==> src/rtl/sat_var_cell.sv <==
module sat_var_cell #(
  parameter int LVL_W = 4,
  parameter int TAG_W = 8,
  parameter logic [TAG_W-1:0] TAG = '0
) (
  input  logic             clk,
  input  logic             rst_n,
  input  logic             clr,
  input  logic             lit_p,
  input  logic             lit_n,
  input  logic             imp_in,
  input  logic [LVL_W-1:0] cur_lvl,
  input  logic             mark_req,
  input  logic             bt_go,
  input  logic [LVL_W-1:0] bt_bus,
  output logic             imp_pulse,
  output logic             learn_wr,
  output logic             learn_lit,
  output logic [LVL_W-1:0] bt_drive,
  output logic             bt_valid,
  output logic             var_set,
  output logic             var_val,
  output logic             var_imp,
  output logic [LVL_W-1:0] var_lvl,
  output logic [TAG_W-1:0] var_tag
);
  localparam int IW = (LVL_W > 1) ? $clog2(LVL_W) : 1;
  localparam logic [IW-1:0] TOP_IDX = IW'(LVL_W - 1);

  logic [2:0] code;
  logic rec_code, cc_hit;
  logic fa, fb;
  logic in_cc, alive, busy;
  logic [IW-1:0] idx;
  logic [LVL_W-1:0] mask;

  assign code     = {lit_p, lit_n, imp_in};
  assign rec_code = lit_p ^ lit_n;
  assign cc_hit   = mark_req && (code == 3'b110);
  assign imp_pulse = fa & ~fb;
  assign var_tag  = TAG;

  always_ff @(posedge clk or negedge rst_n) begin
    if (!rst_n) begin
      fa <= 1'b0;
      fb <= 1'b0;
    end else if (clr) begin
      fa <= 1'b0;
      fb <= 1'b0;
    end else begin
      fa <= fa | imp_in;
      fb <= fa;
    end
  end

  always_ff @(posedge clk or negedge rst_n) begin
    if (!rst_n) begin
      var_set <= 1'b0;
      var_val <= 1'b0;
      var_imp <= 1'b0;
      var_lvl <= '0;
    end else if (clr) begin
      var_set <= 1'b0;
      var_val <= 1'b0;
      var_imp <= 1'b0;
      var_lvl <= '0;
    end else if (!var_set && rec_code) begin
      var_set <= 1'b1;
      var_val <= lit_p;
      var_imp <= imp_in;
      var_lvl <= cur_lvl;
    end
  end

  always_ff @(posedge clk or negedge rst_n) begin
    if (!rst_n) begin
      learn_wr  <= 1'b0;
      learn_lit <= 1'b0;
      in_cc     <= 1'b0;
    end else begin
      learn_wr  <= cc_hit;
      learn_lit <= cc_hit ? ~var_val : 1'b0;
      if (clr)
        in_cc <= 1'b0;
      else if (cc_hit)
        in_cc <= 1'b1;
    end
  end

  always_ff @(posedge clk or negedge rst_n) begin
    if (!rst_n) begin
      busy     <= 1'b0;
      bt_valid <= 1'b0;
      alive    <= 1'b0;
      idx      <= '0;
    end else if (clr) begin
      busy     <= 1'b0;
      bt_valid <= 1'b0;
      alive    <= 1'b0;
      idx      <= '0;
    end else if (bt_go) begin
      busy     <= 1'b1;
      bt_valid <= 1'b0;
      alive    <= in_cc;
      idx      <= TOP_IDX;
    end else if (busy) begin
      if (!var_lvl[idx] && bt_bus[idx])
        alive <= 1'b0;
      if (idx == '0) begin
        busy     <= 1'b0;
        bt_valid <= 1'b1;
      end else begin
        idx <= idx - 1'b1;
      end
    end
  end

  always_comb begin
    for (int b = 0; b < LVL_W; b++)
      mask[b] = bt_valid | (busy && (b >= int'(idx)));
  end

  assign bt_drive = alive ? (var_lvl & mask) : '0;

  AST_PULSE_SINGLE: assert property (@(posedge clk) disable iff (!rst_n)
    imp_pulse |=> !imp_pulse);
  AST_PULSE_CAUSE: assert property (@(posedge clk) disable iff (!rst_n)
    imp_pulse |-> $past(imp_in) && !$past(clr));
  AST_LVL_HELD: assert property (@(posedge clk) disable iff (!rst_n)
    var_set && $past(var_set) && !$past(clr) |-> $stable(var_lvl) && $stable(var_val));
  AST_NO_RECORD: assert property (@(posedge clk) disable iff (!rst_n)
    !var_set && !rec_code |=> !var_set);
  AST_WR_FOLLOWS: assert property (@(posedge clk) disable iff (!rst_n)
    cc_hit |=> learn_wr);
  AST_WR_CAUSE: assert property (@(posedge clk) disable iff (!rst_n)
    learn_wr |-> $past(mark_req));
  AST_DRIVE_ON_BUS: assert property (@(posedge clk) disable iff (!rst_n)
    bt_valid |-> (bt_drive & ~bt_bus) == '0);
  AST_UNMARKED_QUIET: assert property (@(posedge clk) disable iff (!rst_n)
    !in_cc && !$past(in_cc) |-> bt_drive == '0);
endmodule

==> config.mk <==
export PLATFORM = sky130hd
export DESIGN_NAME = sat_var_cell
export DESIGN_NICKNAME = d
export VERILOG_FILES = /design/src/rtl/sat_var_cell.sv
export SDC_FILE = /design/constraint.sdc
export NUM_CORES = 1
export LEC_CHECK = 0
export CAP_MARGIN = 0
export CORE_MARGIN = 2
export CORE_UTILIZATION = 46
export CTS_BUF_LIST = sky130_fd_sc_hd__clkbuf_4 sky130_fd_sc_hd__clkbuf_8
export CTS_CLUSTER_DIAMETER = 40
export DETAILED_ROUTE_END_ITERATION = 16
export PLACE_DENSITY = 0.89
export SETUP_SLACK_MARGIN = 0.05
export SKIP_LAST_GASP = 1
export SYNTH_ARGS = -nofsm -noshare
export SYNTH_HDL_FRONTEND = slang
export SYNTH_SLANG_ARGS = --single-unit
==> constraint.sdc <==
create_clock -name clk -period 2.95 [get_ports clk]
set_input_delay 0.295 -clock clk [delete_from_list [all_inputs] [get_ports clk]]
set_output_delay 0.295 -clock clk [all_outputs]
set_load 0.02 [all_outputs]
==> results.toml <==
[status]
status = "completed"

[floorplanning]
io_pins = 39
num_rows = 15
start_util = 0.502
core_area_um2 = 1780
die_y_um = 48.1
die_area_um2 = 2320
die_x_um = 48.1

[drt]
firstDrtPassIters = 4
drcViolationCount = 0
viasPerCell = 4.95
antenna_left = 0
drt_iter0_drc = 7
routed_wirelength_um = 1860
wl_per_cell_um = 12.4
dr_total_vias = 743

[synth]
synth_cell_types = 26
yosys-top-cells-area = "dfrtp_1 (47%), buf_4 (6.7%), a21oi_1 (6.1%), nand3b_1 (5.0%), o21ai_0 (4.5%)"
yosysWarnings = 0
yosysSeqAreaShare = 0.475
netlist_area_um2 = 896
yosys.area.top_type = "dfrtp_1"
synth_top_area_share = 0.475
synthCells = 94
synth_seq_cells = 17
avgSynthCellArea_um2 = 9.53

[layout]
layout_common_cells = "clkdlybuf4s50_1 (30), dfrtp_1 (17), a21oi_1 (11), nor2_1 (10)"
design_area_um2 = 1220
layout_commonest_cell = "clkdlybuf4s50_1"
fin_nets = 145
antennaDiodeCount = 0
synthToLayoutAreaGrowth_pct = 35.8
drive_above_1_share = 0.0480

[sta]
tightest_slew_ns = 0.720
fin_tns_setup_ns = 0
max_clock_freq_mhz = 467
slew_headroom = 0.518
rsz0062_at_grt = "no"
layout_min_cycle_time_ns = 2.14
clock_skew_ns = 0.00358
setup_violations = 0
maxSlewViolCount = 0
finalHoldViolations = 0
timing.final.crit_share = 0.726

[hold_path]
holdCritPathClass = "input pin to async pin"

[clocking]
cts_buffers = 3
clk_path_buf_depth = 2
cts_resized = 0
worst_skew_pair.late_latency_ns = 0.28
htreeDepth = 1
clkTransAtPathRegs_ns = 0.09
holdBufCountCts = 0
root_buffer = "clkbuf_4"
postCtsSetupRepairBufs = 0
cts_tree = "yes"
cts_sinks = 17

[global_routing]
antenna_found_initial = 0
grt_max_degree = 18
grt_remaining_overflow = 0
grt_use_total = 0.190
grt_pass1_vias = 697
grt_pass1_wl_um = 3020

[setup_path]
crit_arrival_ns = 1.85
cp-start-kind = "flip-flop"
path_max_fanout = 6
crit_required_ns = 2.65
end_kind = "primary output"
crit_type = "flip-flop to primary output"

[power_and_ir_drop]
p_leak_nw = 0.543
vdd_drop_max_mv = 0.286
p_per_area_nw_per_um2 = 417

[job]
drv_cap = 0

[place]
portBuffers = 30
gp_congestion = 0.901
placed_area_um2 = 1190
dpl.hpwl_um = 1430
routing by layer:
layer  part of all wire  GRT usage  up-vias  wire length, um
met5                  0          0        -                0
met4              0.011     0.0757        0               21
met3              0.079     0.0333        5              147
met2               0.45      0.328       45              845
met1               0.45      0.237      328              844
li1                   -          -      365                -
synth_stat cells:
library cell	count
ha_1	3
inv_2	1
nand2_1	3
o211ai_1	1
xor2_1	1
mux2_2	1
buf_4	8
o211a_1	1
nand3b_1	6
dfrtp_1	17
mux2i_1	1
clkbuf_1	2
o21ai_0	8
a21oi_1	11
o311a_1	1
nor3_1	1
xnor2_1	2
conb_1	1
a311oi_1	1
nor2_1	10
nand2b_1	1
inv_1	6
and2b_1	1
nor2b_1	4
o311ai_0	1
and4b_1	1
sequential cells by signal, summed over array words and instances, names as in the netlist:
signal and cells:
in_cc 1, busy 1, var_set 1, var_imp 1, var_val 1, alive 1
learn_lit 1, bt_valid 1, learn_wr 1, fb 1, fa 1, var_lvl 4
idx 2
critical path, stage by stage (launching register included):
cell and delay [ns]:
dfrtp_1 0.41, inv_1 0.15, ha_1 0.19, a21oi_1 0.09, nor2_1 0.11, clkdlybuf4s50_1 0.60
power by group:
part	switching (mW)	internal [mW]	total (mW)
sequential	0.0164	0.247	0.263
clock	0.0664	0.0618	0.128
combinational	0.0603	0.0551	0.115
total	0.143	0.364	0.507
path summary, 6_finish.rpt:
kind | cells past startpoint | startpoint | slack [ns] | endpoint
worst max-delay path | 5 | idx[1] | 0.81 | bt_drive[0]
worst min-delay path | 1 | rst_n | 0.43 | var_imp
worst max register to register | 5 | idx[0] | 1.37 | idx[1]
worst min register to register | 1 | var_val | 0.48 | learn_lit
max in group asynchronous | 1 | rst_n | 2.06 | bt_valid
min in group clk | 1 | var_val | 0.48 | learn_lit
layout make-up:
cell class / count / area [um^2]
clock buffers: 4 / 30.0
multi-input cells: 67 / 403
well taps: 25 / 31.3
inverters: 7 / 26.3
flip-flops and latches: 17 / 425
repair buffers: 30 / 300
fillers: 152 / 567
kinds of logic (layout without fill, tap and decap cells):
kind of cell    Yosys count  in the layout  synth area share
simple gates             27             27             0.165
compound gates           24             24             0.156
flops                    17             17             0.475
buf+inv                  17             41             0.105
fa+ha+maj                 3              3            0.0419
xor+xnor                  3              3            0.0293
mux                       2              2            0.0237
other cells               1              8           0.00419
through the flow:
stage,util,hold WS (ns),cells,worst slack (ns),power (mW)
after floorplan,-,-0.000591,101,1.52,0.333
after global placement,0.665,0.454,146,1.16,0.379
after detailed placement,0.665,0.465,146,1.11,0.383
after CTS,0.682,0.465,150,0.801,0.510
after global routing,0.682,0.501,150,0.681,0.534
final,0.682,0.433,150,0.808,0.507
Power figures use the tool's default switching activity.
